<file path="src/rtl/raster_pkg.sv">
package raster_pkg;
  localparam int ST_VBL      = 0;
  localparam int ST_HBL      = 1;
  localparam int ST_MATCH    = 2;
  localparam int ST_VBL_IE   = 3;
  localparam int ST_HBL_IE   = 4;
  localparam int ST_MATCH_IE = 5;
  localparam int CMP_LSB     = 8;
  localparam int CMP_W       = 8;

  typedef struct packed {
    logic hbl_entry;
    logic line_adv;
    logic vbl_entry;
    logic frame_wrap;
    logic visible;
    logic match;
  } raster_evt_t;
endpackage

</file>
<file path="src/rtl/raster_dot_ctr.sv">
module raster_dot_ctr #(
  parameter int ACTIVE_CYC = 960,
  parameter int BLANK_CYC  = 272
) (
  input  logic clk_i,
  input  logic rst_ni,
  output logic hbl_entry_o,
  output logic line_end_o
);
  localparam int LINE_CYC = ACTIVE_CYC + BLANK_CYC;
  localparam int DOT_W    = $clog2(LINE_CYC);
  localparam logic [DOT_W-1:0] ACT_LAST  = DOT_W'(ACTIVE_CYC - 1);
  localparam logic [DOT_W-1:0] LINE_LAST = DOT_W'(LINE_CYC - 1);

  logic [DOT_W-1:0] dot_q;

  assign hbl_entry_o = (dot_q == ACT_LAST);
  assign line_end_o  = (dot_q == LINE_LAST);

  always_ff @(posedge clk_i or negedge rst_ni) begin
    if (!rst_ni)         dot_q <= '0;
    else if (line_end_o) dot_q <= '0;
    else                 dot_q <= dot_q + 1'b1;
  end
endmodule

</file>
<file path="src/rtl/raster_line_ctr.sv">
module raster_line_ctr #(
  parameter int VIS_LINES   = 160,
  parameter int TOTAL_LINES = 228,
  localparam int LINE_W     = $clog2(TOTAL_LINES)
) (
  input  logic              clk_i,
  input  logic              rst_ni,
  input  logic              adv_i,
  input  logic [7:0]        cmp_i,
  output logic [LINE_W-1:0] line_o,
  output logic              visible_o,
  output logic              vbl_entry_o,
  output logic              wrap_o,
  output logic              match_o
);
  localparam logic [LINE_W-1:0] LAST_LINE = LINE_W'(TOTAL_LINES - 1);
  localparam logic [LINE_W-1:0] VBL_LINE  = LINE_W'(VIS_LINES);

  logic [LINE_W-1:0] line_q, line_d;

  always_comb begin
    line_d = (line_q == LAST_LINE) ? '0 : line_q + 1'b1;
  end

  assign line_o      = line_q;
  assign visible_o   = (line_q < VBL_LINE);
  assign vbl_entry_o = adv_i && (line_d == VBL_LINE);
  assign wrap_o      = adv_i && (line_q == LAST_LINE);
  assign match_o     = (8'(line_d) == cmp_i);

  always_ff @(posedge clk_i or negedge rst_ni) begin
    if (!rst_ni)    line_q <= '0;
    else if (adv_i) line_q <= line_d;
  end
endmodule

</file>
<file path="src/rtl/raster_status.sv">
module raster_status
  import raster_pkg::*;
(
  input  logic        clk_i,
  input  logic        rst_ni,
  input  raster_evt_t evt_i,
  input  logic        wr_en_i,
  input  logic [15:0] wr_data_i,
  output logic [7:0]  cmp_o,
  output logic [15:0] status_o,
  output logic        irq_vblank_o,
  output logic        irq_hblank_o,
  output logic        irq_line_o,
  output logic        dma_hblank_o,
  output logic        dma_vblank_o,
  output logic        frame_done_o
);
  logic [2:0]       flag_q;
  logic [2:0]       ie_q;
  logic [CMP_W-1:0] cmp_q;
  logic [5:0]       pulse_q;

  // flags follow timing events only; software reaches enables and compare
  always_ff @(posedge clk_i or negedge rst_ni) begin
    if (!rst_ni) begin
      flag_q  <= '0;
      ie_q    <= '0;
      cmp_q   <= '0;
      pulse_q <= '0;
    end else begin
      pulse_q <= '0;
      if (evt_i.hbl_entry) begin
        flag_q[ST_HBL] <= 1'b1;
        pulse_q[0]     <= ie_q[ST_HBL_IE-3];
        pulse_q[3]     <= evt_i.visible;
      end
      if (evt_i.line_adv) begin
        flag_q[ST_HBL]   <= 1'b0;
        flag_q[ST_MATCH] <= evt_i.match;
        pulse_q[2]       <= evt_i.match && ie_q[ST_MATCH_IE-3];
        if (evt_i.vbl_entry) begin
          flag_q[ST_VBL] <= 1'b1;
          pulse_q[1]     <= ie_q[ST_VBL_IE-3];
          pulse_q[4]     <= 1'b1;
        end
        if (evt_i.frame_wrap) begin
          flag_q[ST_VBL] <= 1'b0;
          pulse_q[5]     <= 1'b1;
        end
      end
      if (wr_en_i) begin
        ie_q  <= wr_data_i[ST_MATCH_IE:ST_VBL_IE];
        cmp_q <= wr_data_i[CMP_LSB+CMP_W-1:CMP_LSB];
      end
    end
  end

  assign cmp_o        = cmp_q;
  assign status_o     = {cmp_q, 2'b00, ie_q, flag_q};
  assign irq_hblank_o = pulse_q[0];
  assign irq_vblank_o = pulse_q[1];
  assign irq_line_o   = pulse_q[2];
  assign dma_hblank_o = pulse_q[3];
  assign dma_vblank_o = pulse_q[4];
  assign frame_done_o = pulse_q[5];
endmodule

</file>
<file path="src/rtl/raster_timing_gen.sv">
module raster_timing_gen
  import raster_pkg::*;
#(
  parameter int ACTIVE_CYC  = 960,
  parameter int BLANK_CYC   = 272,
  parameter int VIS_LINES   = 160,
  parameter int TOTAL_LINES = 228
) (
  input  logic                           clk_i,
  input  logic                           rst_ni,
  input  logic                           wr_en_i,
  input  logic [15:0]                    wr_data_i,
  output logic [15:0]                    status_o,
  output logic [$clog2(TOTAL_LINES)-1:0] line_o,
  output logic                           irq_vblank_o,
  output logic                           irq_hblank_o,
  output logic                           irq_line_o,
  output logic                           dma_hblank_o,
  output logic                           dma_vblank_o,
  output logic                           frame_done_o
);
  raster_evt_t evt;
  logic [7:0]  cmp;

  raster_dot_ctr #(.ACTIVE_CYC(ACTIVE_CYC), .BLANK_CYC(BLANK_CYC)) u_dot (
    .clk_i       (clk_i),
    .rst_ni      (rst_ni),
    .hbl_entry_o (evt.hbl_entry),
    .line_end_o  (evt.line_adv)
  );

  raster_line_ctr #(.VIS_LINES(VIS_LINES), .TOTAL_LINES(TOTAL_LINES)) u_line (
    .clk_i       (clk_i),
    .rst_ni      (rst_ni),
    .adv_i       (evt.line_adv),
    .cmp_i       (cmp),
    .line_o      (line_o),
    .visible_o   (evt.visible),
    .vbl_entry_o (evt.vbl_entry),
    .wrap_o      (evt.frame_wrap),
    .match_o     (evt.match)
  );

  raster_status u_stat (
    .clk_i        (clk_i),
    .rst_ni       (rst_ni),
    .evt_i        (evt),
    .wr_en_i      (wr_en_i),
    .wr_data_i    (wr_data_i),
    .cmp_o        (cmp),
    .status_o     (status_o),
    .irq_vblank_o (irq_vblank_o),
    .irq_hblank_o (irq_hblank_o),
    .irq_line_o   (irq_line_o),
    .dma_hblank_o (dma_hblank_o),
    .dma_vblank_o (dma_vblank_o),
    .frame_done_o (frame_done_o)
  );
endmodule

</file>
<file path="config.mk">
export PLATFORM = sky130hd
export DESIGN_NAME = raster_timing_gen
export DESIGN_NICKNAME = d
export VERILOG_FILES = /design/src/rtl/raster_pkg.sv /design/src/rtl/raster_dot_ctr.sv /design/src/rtl/raster_line_ctr.sv /design/src/rtl/raster_status.sv /design/src/rtl/raster_timing_gen.sv
export SDC_FILE = /design/constraint.sdc
export NUM_CORES = 1
export LEC_CHECK = 0
export BUFFER_PORTS_ARGS = -buffer_cell sky130_fd_sc_hd__buf_2
export CORE_MARGIN = 5
export CORE_UTILIZATION = 40
export CTS_CLUSTER_SIZE = 10
export DETAILED_ROUTE_END_ITERATION = 12
export GPL_ROUTABILITY_DRIVEN = 0
export SYNTH_ARGS = -nofsm -noshare
export SYNTH_HDL_FRONTEND = slang
export SYNTH_SLANG_ARGS = --single-unit
</file>
<file path="constraint.sdc">
create_clock -name clk_i -period 2.13 [get_ports clk_i]
set_clock_uncertainty 0.05 [all_clocks]
set_input_delay 0.639 -clock clk_i [delete_from_list [all_inputs] [get_ports clk_i]]
set_output_delay 0.639 -clock clk_i [all_outputs]
set_load 0.005 [all_outputs]
</file>
==> results.yml <==
finish:
  drive_above_1_share: 0.376
  finalNetCount: 279
  finalNonFillerCells: 328
  areaGrowthSynthToFinish_pct: 24.0
  fin_util: 0.508
  final_cell_mix: "buf_2, dfrtp_1, nand2_1"
  layout_commonest_cell: "buf_2"
  n_fill_cell: 474
  antennaDiodeCount: 0
power:
  vdd_drop_max_uv: 344
  total_power_mw: 1.38
  leakage_nw: 1.24
  p_per_area_nw_per_um2: 532
clock_tree:
  clk_path_buf_depth: 2
  cts_root_buffer: "clkbuf_8"
  cts_buffers: 5
  clk_pin_slew_ps: 70
  cts_tree: "done"
  cts.sinks: 39
  h-tree-depth: 2
  clk-insertion-delay-late_ps: 290
critical_path:
  r2r-start: "u_line.line_o[1]"
  worstSetupStartpointType: "register"
  critPathKind: "register to register"
  r2r_slack_ps: 80
  arrival_ps: 2220
  crit_fanout: 6
  endpoint_kind: "register"
  r2r_cells: 7
  r2r_end: "u_stat.pulse_q[2]"
  worstPathRequired_ps: 2300
run:
  drv_cap: 0
drt:
  drtIter0Drc: 77
  drtAntennaViolNets: 0
  firstDrtPassIters: 5
  route.detailed.drc: 0
  via_per_inst: 5.00
  dr_total_vias: 1641
  wl_per_cell_um: 14.1
  finalWirelength_um: 4620
sta:
  period_needed_ps: 2050
  fin_crit_sh: 0.963
  fmax_ghz: 0.487
  fin_hold_ws_ps: 225
  post-route-worst-setup-slack_ps: 78.5
  timing_hold_violations_final: 0
  finalSetupViolations: 0
  drv_slew: 0
logic_synthesis:
  synth-seq-area-share: 0.466
  synth_ff_type: "dfrtp_1"
  postSynthAreaPerCell_um2: 10.5
  synth_edf_count: 0
  yosys-top-cells-area: "dfrtp_1, mux2_2, xor2_1"
  synth_top_area_share: 0.466
  synth_cells: 200
  postSynth.asyncResetShare: 1.00
  ys_warn_count: 0
  synth.cell_area_um2: 2090
  yosysTopAreaCell: "dfrtp_1"
  ys_seq_elements: 39
  ys_types: 48
hold_path:
  holdCritPathClass: "primary input to asynchronous set/reset pin"
global_routing:
  grt_pass1_vias: 1634
  grt_overflow_total: 0
  grt_pass1_wl_um: 7880
  grt_max_degree: 23
  grt_use_total: 0.155
  grt_antenna_before_repair: 0
placement:
  pre_cts_ws_ps: 47.0
  placed_cells: 319
  dp_hpwl_um: 3540
  io_buffers: 41
die:
  rows: 26
  initial_utilization: 0.410
  die_w_um: 82.3
  core_um2: 5110
  io_pins: 49
  die_h_um: 82.3
  dieArea_um2: 6780
run_status:
  status: "finished clean"
==> area by class of cell <==
type,instances,area (um2),share of cell area
multi-input combinational,147,1070,0.413
clock inverter,1,5.00,0.00193
sequential,39,980,0.378
inverter,4,15.0,0.00579
tap,70,87.6,0.0338
clock buffer,7,76.3,0.0294
timing repair buffer,60,360,0.139
==> worst max path at each step <==
stage	startpoint	slack (ps)	endpoint
2_1_floorplan	u_line.line_o[1]	-7	u_stat.pulse_q[2]
3_3_place_gp	u_line.line_o[1]	50	u_stat.pulse_q[2]
3_5_place_dp	u_line.line_o[1]	50	u_stat.pulse_q[2]
4_1_cts	u_line.line_o[0]	10	u_stat.pulse_q[1]
5_1_grt	u_line.line_o[0]	-1	u_stat.pulse_q[1]
6_report	u_line.line_o[1]	80	u_stat.pulse_q[2]
==> layer usage <==
metal	wire, um	global-route usage
met3	261	0.0347
met1	2210	0.218
met4	80	0.0664
met5	0	0
met2	2070	0.228
==> cell families (layout without fill, tap and decap cells) <==
kind of cell,after synthesis,after routing,synth area share
AND/OR/NAND/NOR,80,80,0.215
flip-flops,39,39,0.466
AO/OA/AOI/OAI,31,31,0.108
XOR/XNOR,19,19,0.0861
buffers and inverters,15,72,0.0418
multiplexers,12,12,0.0634
adder cells (fa/ha/maj),3,3,0.0179
other,1,2,0.00179
==> cell usage after synthesis, drive strengths merged (2+ instances only) <==
cell type,instances
dfrtp,39
nand2,22
nor2,19
o21ai,13
xor2,12
nand3,11
buf,10
mux2,10
and2,6
xnor2,6
a21oi,5
inv,4
nor3,4
and3,3
ha,3
nand4,3
mux2i,2
nor2b,2
nor4b,2
o31ai,2
or2,2
==> critical path, stage by stage, from the launching register on <==
cell       delay, ps
dfrtp_2          430
ha_4             190
xor2_2           150
or2_4            240
a2111oi_4        300
a211oi_2          70
a2111o_1         400
nor3b_2          160
==> registers in the layout (all words and copies together), names as in the netlist <==
signal	count
u_stat.flag_q	3
u_line.line_o	8
u_stat.cmp_o	8
u_stat.pulse_q	6
u_stat.ie_q	3
u_dot.dot_q	11
==> report_power, final <==
part	switching [mW]	total (mW)	internal, mW	leakage (nW)
Clock	0.253	0.483	0.230	0.0422
Combinational	0.0524	0.116	0.0635	0.699
Sequential	0.0223	0.783	0.761	0.501
Total	0.328	1.38	1.05	1.24
==> stage by stage <==
| stage | TNS (ps) | area [um2] |
|---|---|---|
| after global routing | -1.56 | 2590 |
| after detailed placement | 0 | 2480 |
| after floorplan | -6.95 | 2110 |
| after global placement | 0 | 2480 |
| after CTS | 0 | 2560 |
| final | 0 | 2590 |
==> what timing repair did <==
action                                 4_1_cts  5_1_grt
buffers inserted                             0        1
gates resized for setup                      0        8
endpoints found under the hold margin        0        0
setup endpoints to repair                    0        4
hold buffers                                 0        0
No activity file was read; power rests on OpenSTA's default activity.
